$ cat config.mk
export PLATFORM = sky130hd
export DESIGN_NAME = vcrff_trunc
export DESIGN_NICKNAME = d
export VERILOG_FILES = /design/src/rtl/vcrff_pkg.sv /design/src/rtl/vcrff_pick.sv /design/src/rtl/vcrff_walk.sv /design/src/rtl/vcrff_report.sv /design/src/rtl/vcrff_trunc.sv
export SDC_FILE = /design/constraint.sdc
export NUM_CORES = 1
export LEC_CHECK = 0
export CAP_MARGIN = 10
export CORE_MARGIN = 5
export CORE_UTILIZATION = 49
export DETAILED_ROUTE_END_ITERATION = 16
export GPL_TIMING_DRIVEN = 0
export PLACE_DENSITY = 0.81
export SLEW_MARGIN = 20
export SYNTH_ARGS = -nofsm -noshare
export SYNTH_HDL_FRONTEND = slang
export SYNTH_SLANG_ARGS = --single-unit
$ cat constraint.sdc
create_clock -name clk -period 2.85 [get_ports clk]
set_clock_uncertainty 0.05 [all_clocks]
set_input_delay 0.57 -clock clk [delete_from_list [all_inputs] [get_ports clk]]
set_output_delay 0.57 -clock clk [all_outputs]
set_load 0.05 [all_outputs]
$ cat src/rtl/vcrff_pkg.sv
package vcrff_pkg;
  localparam int CR_W  = 4;
  localparam int SEL_W = $clog2(CR_W);

  localparam logic [1:0] MODE_FFIRST = 2'b01;

  typedef struct packed {
    logic [1:0]       mode;
    logic             single;
    logic [SEL_W-1:0] sel;
    logic             inv;
    logic             keep;
  } run_cfg_t;
endpackage

$ cat src/rtl/vcrff_pick.sv
module vcrff_pick
  import vcrff_pkg::*;
(
  input  logic [1:0]       mode,
  input  logic             single,
  input  logic [SEL_W-1:0] sel,
  input  logic             inv,
  input  logic [CR_W-1:0]  res,
  output logic             fail
);
  logic tested;

  always_comb begin
    if (single) tested = res[0];
    else        tested = res[sel];
    fail = (mode == MODE_FFIRST) && (tested != inv);
  end
endmodule

$ cat src/rtl/vcrff_walk.sv
module vcrff_walk
  import vcrff_pkg::*;
#(
  parameter int VLW = 7,
  parameter int IW  = 6
) (
  input  logic           clk,
  input  logic           rst,
  input  logic           start,
  input  logic [VLW-1:0] vl_in,
  input  run_cfg_t       cfg_in,
  input  logic           fail,
  output logic           busy,
  output logic [IW-1:0]  idx,
  output logic [VLW-1:0] vl_q,
  output run_cfg_t       cfg_q,
  output logic           at_last,
  output logic           zero_start
);
  logic take;

  always_comb begin
    take       = start && !busy;
    zero_start = take && (vl_in == '0);
    at_last    = (VLW'(idx) + VLW'(1)) == vl_q;
  end

  always_ff @(posedge clk) begin
    if (rst) begin
      busy  <= 1'b0;
      idx   <= '0;
      vl_q  <= '0;
      cfg_q <= '0;
    end else if (take) begin
      vl_q  <= vl_in;
      cfg_q <= cfg_in;
      idx   <= '0;
      busy  <= (vl_in != '0);
    end else if (busy) begin
      if (fail || at_last) busy <= 1'b0;
      else                 idx  <= idx + 1'b1;
    end
  end
endmodule

$ cat src/rtl/vcrff_report.sv
module vcrff_report #(
  parameter int VLW = 7,
  parameter int IW  = 6
) (
  input  logic           clk,
  input  logic           rst,
  input  logic           busy,
  input  logic [IW-1:0]  idx,
  input  logic           fail,
  input  logic           at_last,
  input  logic           keep,
  input  logic [VLW-1:0] vl_q,
  input  logic           zero_start,
  output logic           done,
  output logic [VLW-1:0] vl_out,
  output logic           store_ok,
  output logic [IW-1:0]  store_idx
);
  always_ff @(posedge clk) begin
    if (rst) begin
      done      <= 1'b0;
      vl_out    <= '0;
      store_ok  <= 1'b0;
      store_idx <= '0;
    end else begin
      done     <= 1'b0;
      store_ok <= 1'b0;
      if (zero_start) begin
        done   <= 1'b1;
        vl_out <= '0;
      end else if (busy) begin
        store_ok  <= !fail || keep;
        store_idx <= idx;
        if (fail) begin
          done   <= 1'b1;
          vl_out <= keep ? VLW'(idx) + VLW'(1) : VLW'(idx);
        end else if (at_last) begin
          done   <= 1'b1;
          vl_out <= vl_q;
        end
      end
    end
  end
endmodule

$ cat src/rtl/vcrff_trunc.sv
module vcrff_trunc
  import vcrff_pkg::*;
#(
  parameter int MAX_VL = 64,
  localparam int VLW   = $clog2(MAX_VL + 1),
  localparam int IW    = $clog2(MAX_VL)
) (
  input  logic              clk,
  input  logic              rst,
  input  logic              start,
  input  logic [VLW-1:0]    vl_in,
  input  logic [1:0]        mode_sel,
  input  logic              single_bit,
  input  logic [SEL_W-1:0]  bit_sel,
  input  logic              inv,
  input  logic              keep_fail,
  input  logic [CR_W-1:0]   elem_res,
  output logic              busy,
  output logic [IW-1:0]     elem_idx,
  output logic              store_ok,
  output logic [IW-1:0]     store_idx,
  output logic              done,
  output logic [VLW-1:0]    vl_out
);
  run_cfg_t       cfg_in, cfg_q;
  logic           fail, at_last, zero_start;
  logic [VLW-1:0] vl_q;

  always_comb begin
    cfg_in.mode   = mode_sel;
    cfg_in.single = single_bit;
    cfg_in.sel    = bit_sel;
    cfg_in.inv    = inv;
    cfg_in.keep   = keep_fail;
  end

  vcrff_pick u_pick (
    .mode   (cfg_q.mode),
    .single (cfg_q.single),
    .sel    (cfg_q.sel),
    .inv    (cfg_q.inv),
    .res    (elem_res),
    .fail   (fail)
  );

  vcrff_walk #(.VLW(VLW), .IW(IW)) u_walk (
    .clk        (clk),
    .rst        (rst),
    .start      (start),
    .vl_in      (vl_in),
    .cfg_in     (cfg_in),
    .fail       (fail),
    .busy       (busy),
    .idx        (elem_idx),
    .vl_q       (vl_q),
    .cfg_q      (cfg_q),
    .at_last    (at_last),
    .zero_start (zero_start)
  );

  vcrff_report #(.VLW(VLW), .IW(IW)) u_report (
    .clk        (clk),
    .rst        (rst),
    .busy       (busy),
    .idx        (elem_idx),
    .fail       (fail),
    .at_last    (at_last),
    .keep       (cfg_q.keep),
    .vl_q       (vl_q),
    .zero_start (zero_start),
    .done       (done),
    .vl_out     (vl_out),
    .store_ok   (store_ok),
    .store_idx  (store_idx)
  );
endmodule

==> results.py <==
metrics = {
    "finish": {
        "antenna-diode-count": 0,
        "finalNetCount": 295,
        "final_cell_mix": "sky130_fd_sc_hd__clkdlybuf4s50_1, sky130_fd_sc_hd__nand2_1, sky130_fd_sc_hd__dfxtp_1",
        "final_core_utilization": 0.666,
        "layout-area-overhead-vs-synth_pct": 31.2,
        "layout.cells.most_common": "sky130_fd_sc_hd__clkdlybuf4s50_1",
        "share_of_layout_cells_above_drive_strength_1": 0.0803,
        "num-fill-cells": 322,
    },
    "sta": {
        "finalSetupViolCount": 0,
        "final-max-slew-violation-count": 0,
        "final-hold-violation-count": 0,
        "final_critical_path_setup_slack_ns": 0.136,
        "period_needed_ns": 2.71,
        "relSlewSlack": 0.558,
        "rsz0062_at_grt": "false",
        "max_slew.worst_pin.slew_ns": 0.663,
        "crit_share_post_route": 0.952,
        "fmax_mhz": 369,
        "finalSetupTns_ns": 0,
    },
    "floorplanning": {
        "ioPinCount": 43,
        "core_area_mm2": 0.00366,
        "die_h_um": 71.6,
        "fp.dieW_um": 71.6,
        "floorplan.initialDensity": 0.508,
        "fp.dieArea_mm2": 0.00513,
        "row_cnt": 22,
    },
    "route": {
        "routed_antenna_nets": 0,
        "drt-total-wl_mm": 4.72,
        "routedWlPerCell_um": 14.7,
        "route.detailed.drc": 0,
        "count_of_routing_violations_after_the_opening_detailed_route_iteration": 159,
        "drt-pass1-iter-count": 4,
        "routed_via_density": 5.58,
        "total_number_of_vias": 1797,
    },
    "cts": {
        "cts_made_buffers": 5,
        "tritoncts": "yes",
        "clock_insertion_delay_worst_skew_ns": 0.29,
        "clockRootBuffer": "sky130_fd_sc_hd__clkbuf_8",
        "clock-sinks": 36,
        "cts_htree_levels": 2,
        "clock_tree.buffer_depth": 2,
        "cts_hold_buf": 0,
        "path_clk_slew_ns": 0.07,
    },
    "synth": {
        "synth_largest_type_area_fraction": 0.388,
        "synth_enable_flop_cells": 0,
        "synth.area.top_cells": "sky130_fd_sc_hd__dfxtp_1, sky130_fd_sc_hd__a21oi_1, sky130_fd_sc_hd__nand2_1, sky130_fd_sc_hd__mux2i_1, sky130_fd_sc_hd__xor2_1",
        "syn-instance-count": 224,
        "yosysSeqAreaShare": 0.388,
        "yosysWarningCount": 0,
        "netlist_cell_types": 49,
        "async_reset_ff_frac": 0,
        "post-synth-top-area-cell": "sky130_fd_sc_hd__dfxtp_1",
        "synthesis_stage_register_bit_count": 36,
        "postSynthNetCount": 246,
        "synthFlopType": "sky130_fd_sc_hd__dfxtp_1",
        "avgSynthCellArea_um2": 8.30,
        "synth_cell_area_mm2": 0.00186,
    },
    "worst_setup_path": {
        "arrival_worst_endpoint_ns": 2.82,
        "reg2reg_slack_ns": 0.14,
        "cp_slowest_cell": "sky130_fd_sc_hd__dfxtp_2",
        "worstReg2RegEnd": "u_report.vl_out[0]$_SDFFE_PP0P_",
        "criticalPathCategory": "reg -> reg",
        "cp_data_required_time_ns": 2.96,
        "crit_top_cell": "sky130_fd_sc_hd__buf_4",
        "critical_path.max_fanout": 10,
        "timing.reg2reg.worst_path_depth": 10,
        "rr_startpoint": "u_walk.idx[1]$_SDFFE_PP0P_",
        "worstPathBufferInverterCount": 3,
        "setup.worst_path.start_class": "flip-flop",
        "path_cells": "ha_1, and3_1, buf_4, or3b_1, a222oi_1, buf_4, a211oi_4, buf_6, o211ai_1, o41ai_1",
        "worstSetupEndpointType": "flip-flop",
        "timing.critical_path.from": "u_walk.idx[1]$_SDFFE_PP0P_",
        "worst_path_dominant_cell_family": "compound AO/OA/AOI/OAI gates",
        "slowest_delay_ns": 0.43,
    },
    "hold_path": {
        "number_of_stages_on_the_worst_hold_path": 2,
        "timing.hold.worst_endpoint": "u_walk.cfg_q[5]$_SDFFE_PP0P_",
        "hold_wc_startpoint": "u_walk.cfg_q[5]$_SDFFE_PP0P_",
        "holdCritPathClass": "reg -> reg",
    },
    "power": {
        "irDropWorstVdd_mv": 0.307,
        "total_net_switching_power_w": 0.000339,
        "internal-power_w": 0.000813,
        "power.switching_fraction": 0.294,
        "p_comb_frac": 0.204,
        "power.share.sequential": 0.469,
        "leakage_nw": 0.885,
        "p_per_area_mw_per_mm2": 472,
        "clock_power_share": 0.327,
        "p_total_w": 0.00115,
    },
    "global_route": {
        "gr-usage-all-layers": 0.188,
        "grt_pass1_wl_mm": 7.77,
        "grt_pass1_vias": 1637,
        "pin_count_of_the_biggest_net_entering_global_routing": 12,
        "grt_overflow_total": 0,
        "grt_antenna_before_repair": 0,
    },
    "place": {
        "gpl.final_weighted_congestion": 0.949,
        "port_buffers": 41,
        "place_ws_ns": -0.173,
        "dp_hpwl_mm": 3.45,
    },
    "status": {
        "status": "completed",
    },
    "run": {
        "maxCapViolCount": 0,
    },
}
-- worst max path at each step --
stage | endpoint | cells after the start
6_report | u_report.vl_out[0]$_SDFFE_PP0P_ | 10
5_1_grt | u_report.vl_out[4]$_SDFFE_PP0P_ | 7
4_1_cts | u_report.vl_out[0]$_SDFFE_PP0P_ | 9
3_5_place_dp | u_report.vl_out[0]$_SDFFE_PP0P_ | 8
3_3_place_gp | u_report.vl_out[0]$_SDFFE_PP0P_ | 8
2_1_floorplan | u_report.vl_out[6]$_SDFFE_PP0P_ | 8
-- per-stage QoR --
stage	hold WS, ns	instance area (um2)	std cells
final	0.407	2440	322
after global routing	0.446	2440	322
after CTS	0.410	2420	321
after detailed placement	0.400	2330	313
after global placement	0.390	2330	313
after floorplan	0.382	1860	224
-- sequential cells by signal (all words and copies together), names as in the netlist --
register and cells:
u_walk.vl_q 7, u_report.vl_out 7, u_report.done 1, u_walk.idx 6, u_walk.busy 1, u_report.store_idx 6
u_walk.cfg_q 7, u_report.store_ok 1
-- cell type report --
cell class / instances / area [um2] / area share
clock inverter: 1 / 7.51 / 0.00308
buffer: 18 / 88.8 / 0.0364
timing repair buffer: 42 / 418 / 0.171
inverter: 2 / 7.51 / 0.00308
sequential: 36 / 722 / 0.296
multi-input combinational: 168 / 1050 / 0.430
tap: 48 / 60.1 / 0.0246
clock buffer: 7 / 86.3 / 0.0354
-- cell usage after synthesis, drive strengths merged (2+ instances only) --
cell and count:
nor2b 4, a21oi 31, nand2 39, clkbuf 10
and3 3, nand4 5, dfxtp 36, o211ai 7
nor3 3, o21ai 2, or3 4, o41ai 7
xnor2 5, a21boi 2, buf 8, xor2 7
mux2i 10, nor2 11, nand3 6
-- power groups by stage --
stage	sequential [W]	combinational, W	clock (W)
after CTS	0.000539	0.000225	0.000382
after global placement	0.000550	0.000223	0
after global routing	0.000542	0.000254	0.000404
final	0.000540	0.000235	0.000377
after floorplan	0.000571	0.000125	0
after detailed placement	0.000550	0.000224	0
-- worst min-delay path, stage by stage, from the launching register on --
cell and delay, ns:
sky130_fd_sc_hd__dfxtp_1 0.31, sky130_fd_sc_hd__nand2_1 0.05, sky130_fd_sc_hd__a21oi_1 0.05
-- repair_timing --
item / CTS / global route
resized for setup: 0 / 1
setup buffers: 0 / 1
endpoints found under the setup margin: 0 / 10
-- logic make-up after synthesis --
group / share of synthesized area
buffers and inverters: 0.0518
AOI/OAI and AO/OA: 0.222
xor gates and xnor gates: 0.0565
DFF: 0.388
and+or+nand+nor: 0.215
muxes: 0.0599
adders and majority gates: 0.00673
-- per-layer routing --
layer  vias to the layer above  GRT usage  part of all wire
li1                        893          -                 -
met1                       830      0.258              0.45
met2                        65      0.296              0.47
met3                         9     0.0463             0.061
met4                         0     0.0501             0.014
met5                         -          0                 0
No activity file was read; power rests on OpenSTA's default activity.
